--- config.mk ---
export PLATFORM = sky130hd
export DESIGN_NAME = fpga_serial_loader
export DESIGN_NICKNAME = d
export VERILOG_FILES = /design/src/rtl/fpga_serial_loader.sv
export SDC_FILE = /design/constraint.sdc
export NUM_CORES = 1
export LEC_CHECK = 0
export BUFFER_PORTS_ARGS = -buffer_cell sky130_fd_sc_hd__buf_2
export CAP_MARGIN = 20
export CORE_UTILIZATION = 61
export CTS_CLUSTER_SIZE = 25
export DETAILED_ROUTE_END_ITERATION = 12
export PLACE_DENSITY = 0.9
export RECOVER_POWER = 25
export SLEW_MARGIN = 20
export SYNTH_ARGS = -nofsm -noshare
export SYNTH_HDL_FRONTEND = slang
export SYNTH_SLANG_ARGS = --single-unit
--- constraint.sdc ---
create_clock -name clk -period 3.3 [get_ports clk]
set_input_delay 0.33 -clock clk [delete_from_list [all_inputs] [get_ports clk]]
set_output_delay 0.33 -clock clk [all_outputs]
set_load 0.03 [all_outputs]
--- src/rtl/fpga_serial_loader.sv ---
module fpga_serial_loader #(
  parameter int SETTLE_CYCLES   = 2400000,
  parameter int PROG_LOW_CYCLES = 2400000,
  parameter int INIT_POLL_MAX   = 100000,
  parameter int DONE_PULSE_MAX  = 100000,
  parameter int DIV_W           = 8
) (
  input  logic             clk,
  input  logic             rst_n,
  input  logic             start,
  input  logic             swap_words,
  input  logic [DIV_W-1:0] half_period,
  input  logic             byte_valid,
  input  logic [7:0]       byte_data,
  input  logic             byte_last,
  output logic             byte_ready,
  input  logic             init_sense,
  input  logic             done_sense,
  output logic             power_en,
  output logic             prog_n,
  output logic             cclk,
  output logic             din,
  output logic             busy,
  output logic             success,
  output logic             error
);
  localparam int M1 = (SETTLE_CYCLES > PROG_LOW_CYCLES) ? SETTLE_CYCLES : PROG_LOW_CYCLES;
  localparam int M2 = (INIT_POLL_MAX > DONE_PULSE_MAX) ? INIT_POLL_MAX : DONE_PULSE_MAX;
  localparam int CNT_MAX = (M1 > M2) ? M1 : M2;
  localparam int CW = $clog2(CNT_MAX + 1);

  typedef enum logic [3:0] {
    S_IDLE, S_PWR, S_PROG, S_INIT, S_LOAD, S_SHIFT, S_FLUSH, S_OK, S_FAIL
  } st_t;

  st_t              st;
  logic [CW-1:0]    cnt;
  logic [DIV_W-1:0] div_cnt;
  logic [2:0]       bit_idx;
  logic [1:0]       slot;
  logic [7:0]       grp [4];
  logic             last_seen, swap_r, cclk_r, din_r, pwr_r;

  logic [DIV_W-1:0] half;
  logic             phase_end;
  logic [1:0]       grp_top;

  assign half      = (half_period == '0) ? DIV_W'(1) : half_period;
  assign phase_end = (div_cnt == half - DIV_W'(1));
  assign grp_top   = swap_r ? 2'd3 : 2'd0;

  assign byte_ready = (st == S_LOAD);
  assign busy       = (st inside {S_PWR, S_PROG, S_INIT, S_LOAD, S_SHIFT, S_FLUSH});
  assign success    = (st == S_OK);
  assign error      = (st == S_FAIL);
  assign prog_n     = (st != S_PROG);
  assign power_en   = pwr_r;
  assign cclk       = cclk_r;
  assign din        = din_r;

  always_ff @(posedge clk or negedge rst_n) begin
    if (!rst_n) begin
      st        <= S_IDLE;
      cnt       <= '0;
      div_cnt   <= '0;
      bit_idx   <= '0;
      slot      <= '0;
      last_seen <= 1'b0;
      swap_r    <= 1'b0;
      cclk_r    <= 1'b0;
      din_r     <= 1'b0;
      pwr_r     <= 1'b0;
      for (int i = 0; i < 4; i++) grp[i] <= '0;
    end else begin
      unique case (st)
        S_IDLE, S_OK, S_FAIL: begin
          cclk_r <= 1'b0;
          din_r  <= 1'b0;
          if (start) begin
            st        <= S_PWR;
            cnt       <= '0;
            pwr_r     <= 1'b1;
            slot      <= '0;
            last_seen <= 1'b0;
            swap_r    <= swap_words;
          end
        end
        S_PWR: begin
          if (cnt == CW'(SETTLE_CYCLES - 1)) begin
            st  <= S_PROG;
            cnt <= '0;
          end else cnt <= cnt + 1'b1;
        end
        S_PROG: begin
          if (cnt == CW'(PROG_LOW_CYCLES - 1)) begin
            st  <= S_INIT;
            cnt <= '0;
          end else cnt <= cnt + 1'b1;
        end
        S_INIT: begin
          if (init_sense) st <= S_LOAD;
          else if (cnt == CW'(INIT_POLL_MAX - 1)) st <= S_FAIL;
          else cnt <= cnt + 1'b1;
        end
        S_LOAD: begin
          if (byte_valid) begin
            grp[slot] <= byte_data;
            if (byte_last) last_seen <= 1'b1;
            if (slot == grp_top) begin
              st      <= S_SHIFT;
              bit_idx <= 3'd7;
              din_r   <= byte_data[7];
              div_cnt <= '0;
            end else if (byte_last) begin
              st <= S_FAIL;
            end else begin
              slot <= slot + 2'd1;
            end
          end
        end
        S_SHIFT: begin
          if (!phase_end) div_cnt <= div_cnt + 1'b1;
          else begin
            div_cnt <= '0;
            if (!cclk_r) cclk_r <= 1'b1;
            else begin
              cclk_r <= 1'b0;
              if (bit_idx != 3'd0) begin
                bit_idx <= bit_idx - 3'd1;
                din_r   <= grp[slot][bit_idx - 3'd1];
              end else if (slot != 2'd0) begin
                slot    <= slot - 2'd1;
                bit_idx <= 3'd7;
                din_r   <= grp[slot - 2'd1][7];
              end else begin
                din_r <= 1'b0;
                cnt   <= '0;
                st    <= last_seen ? S_FLUSH : S_LOAD;
              end
            end
          end
        end
        S_FLUSH: begin
          if (!cclk_r && done_sense) st <= S_OK;
          else if (!phase_end) div_cnt <= div_cnt + 1'b1;
          else begin
            div_cnt <= '0;
            if (!cclk_r) begin
              if (cnt == CW'(DONE_PULSE_MAX)) st <= S_FAIL;
              else cclk_r <= 1'b1;
            end else begin
              cclk_r <= 1'b0;
              cnt    <= cnt + 1'b1;
            end
          end
        end
        default: st <= S_IDLE;
      endcase
    end
  end
endmodule

==> reports/results.txt <==
Clock Latency Late Sink = 0.36 ns
final core occ = 70.7%
max-slew violation total from the final report = 0
Worst-Margin Slew = 1.35 ns
antenna violations before repair = 0
Final Skew = 0.0103 ns
Overflow after GRT = 0
placed insts = 639
Vias/cell = 6.73
first-pass GRT wire length = 20400 microns
I/O Buffers = 31
drt drc = 0
Seq/Total Area, Yosys = 38.4%
status = finished, final reports clean
commonest non-fill, non-tap cell in the layout = dfrtp_1
Initial Utilization = 63.7%
core area = 0.00777 sq mm
CP max FO = 9
Hold WC Path Type = input port to register
CTS clock-pin slew for the worst setup and hold paths = 0.08 ns
layout cells sized above 1 = 23.8%
type of the worst setup path = input port to register
overall die area = 0.00848 sq mm
largest net degree at the start of global routing = 77
area grow syn2layout = 11.0%
CP endpoint kind = register
Synth cell types = 66
power density over the cells = 705 mW/mm^2
Num CTS Buffers = 9
async set or reset register ratio after synthesis = 100%
RSZ-0062 raised after global routing = no
clk buf depth = 2
commonest non-fill, non-tap cells in the layout = dfrtp_1 (76), nand2_1 (57), mux2_2 (36), nor2_1 (35), buf_2 (30)
# rows = 32
FF+latch count, synth = 76
Fmax achieved = 327 MHz
Cell Count, Final, Fillers Out = 657
H-tree levels = 3
Post-synth EDFFs = 0
Post-synth top flop = dfrtp_1
Die W = 92.1 microns
Clock Root Buffer = clkbuf_8
fin crit period = 3.05 ns
DR pass1 iterations = 5
leakage = 2.44 nW
WL final = 12600 microns
Final Cycle Share = 92.6%
Max-slew headroom = 10.2%
all-layer global routing usage = 30.6%
routed length per instance = 19.2 microns
vias in the first global route = 4351
WP data required = 3.55 ns
Max-Cap Viols = 0
Ports = 32
Syn Inst Count = 516
Filler cells = 561
Post-Syn Area = 0.00495 sq mm
CTS tree = built
nets = 584
Routed Antenna Nets = 0
Worst Setup Start Kind = input port
diode count = 0
Warnings, synthesis = 0
crit path DAT = 3.31 ns
clk sink count = 76
post-DP HPWL = 9040 microns
DR iter-0 viols = 440
syn nets = 550
via count = 4420
worst hold margin = 0.210 ns
Max rail drop VDD = 444 uV
Hold Vio Cnt, Final = 0
Avg Inst Size Synth = 9.59 sq um
Final GP Congestion = 0.964
PostCTS Resize Cnt = 0
Die H = 92.1 microns
Setup-failing EPs final = 0
metal layers:
metal | track usage (%) | up-vias | share of wire [%]
met1 | 37.9 | 2141 | 40
met5 | 0 | - | 0
li1 | - | 1995 | -
met2 | 53.2 | 237 | 50
met4 | 13.8 | 0 | 3.5
met3 | 3.90 | 47 | 6.6
synth_stat cells, types with 7 or more instances:
library cell	n	share of area [%]
o21ai_0	18	1.8
a21oi_1	18	1.8
dfrtp_1	76	38
ha_1	10	2.5
o211ai_1	19	2.9
mux2_2	36	8.2
nand4_1	8	1.0
mux4_2	10	4.6
inv_1	23	1.7
o2111ai_1	7	1.2
nand2b_1	8	1.0
mux2i_1	9	1.8
a31oi_1	7	0.88
buf_2	7	0.71
nand3_1	21	2.1
nor2_1	35	2.7
clkbuf_1	18	1.4
nand2_1	57	4.3
nor2b_1	9	1.1
nor3_1	8	0.81
and3_1	9	1.1
a22o_1	12	2.1
timing repair:
item                                   in CTS  in global routing
endpoints found under the hold margin       0                 20
hold buffers                                0                  1
setup buffers                               0                  0
through the flow:
step | setup slack, ns | cell area [sq um] | setup TNS, ns | total power [W]
after floorplan | 0.286 | 4950 | 0 | 0.00255
after global placement | 0.0350 | 5260 | 0 | 0.00295
after detailed placement | -0.0771 | 5260 | -0.451 | 0.00303
after CTS | 0.290 | 5480 | 0 | 0.00384
after global routing | 0.0841 | 5490 | 0 | 0.00408
final | 0.245 | 5490 | 0 | 0.00387
where the power goes:
part / switching [W] / internal [W]
Sequential: 0.000181 / 0.00110
Combinational: 0.00102 / 0.000754
Clock: 0.000372 / 0.000445
Total: 0.00157 / 0.00230
sequential cells by signal (all words and copies together) (netlist names), 2 cells and up:
signal   flops
grp         32
bit_idx      3
st           4
div_cnt      8
slot         2
cnt         22
critical path, cell delays in order:
cell and delay (ns):
buf_2 0.12, or4_4 0.54, nor4_1 0.28, nor2_1 0.10, ha_1 0.24, or3_1 0.38
a31oi_1 0.26, and4_1 0.47, buf_4 0.24, o211ai_1 0.11, a22o_1 0.24
path summary, 6_finish.rpt:
| kind | from | slack (ns) | cells past startpoint | endpoint |
|---|---|---|---|---|
| worst max-delay path | half_period[4] | 0.25 | 11 | cnt[21] |
| worst min-delay path | byte_last | 0.21 | 2 | last_seen |
| worst max register to register | cnt[1] | 0.52 | 8 | st[2] |
| worst min register to register | power_en | 0.46 | 1 | power_en |
| max in group asynchronous | rst_n | 0.61 | 3 | grp[0] |
| min in group asynchronous | rst_n | 0.74 | 2 | cnt[15] |
cell type report:
| cell class | count | area, sq um | share of cell area, % |
|---|---|---|---|
| Clock buffer | 10 | 138 | 2.51 |
| Clock inverter | 6 | 87.6 | 1.59 |
| Inverter | 23 | 86.3 | 1.57 |
| Multi-Input combinational cell | 389 | 2850 | 51.8 |
| Sequential cell | 76 | 1900 | 34.6 |
| Tap cell | 102 | 128 | 2.32 |
| Timing Repair Buffer | 51 | 304 | 5.54 |
cells by family after synthesis:
logic type	count (synthesis)	synth area share [%]
simple gates	191	20.6
fa+ha+maj	10	2.53
xor+xnor	7	1.24
mux	57	15.0
compound gates	124	18.1
buf+inv	51	4.05
flops	76	38.4
No activity file was read; power rests on OpenSTA's default activity.
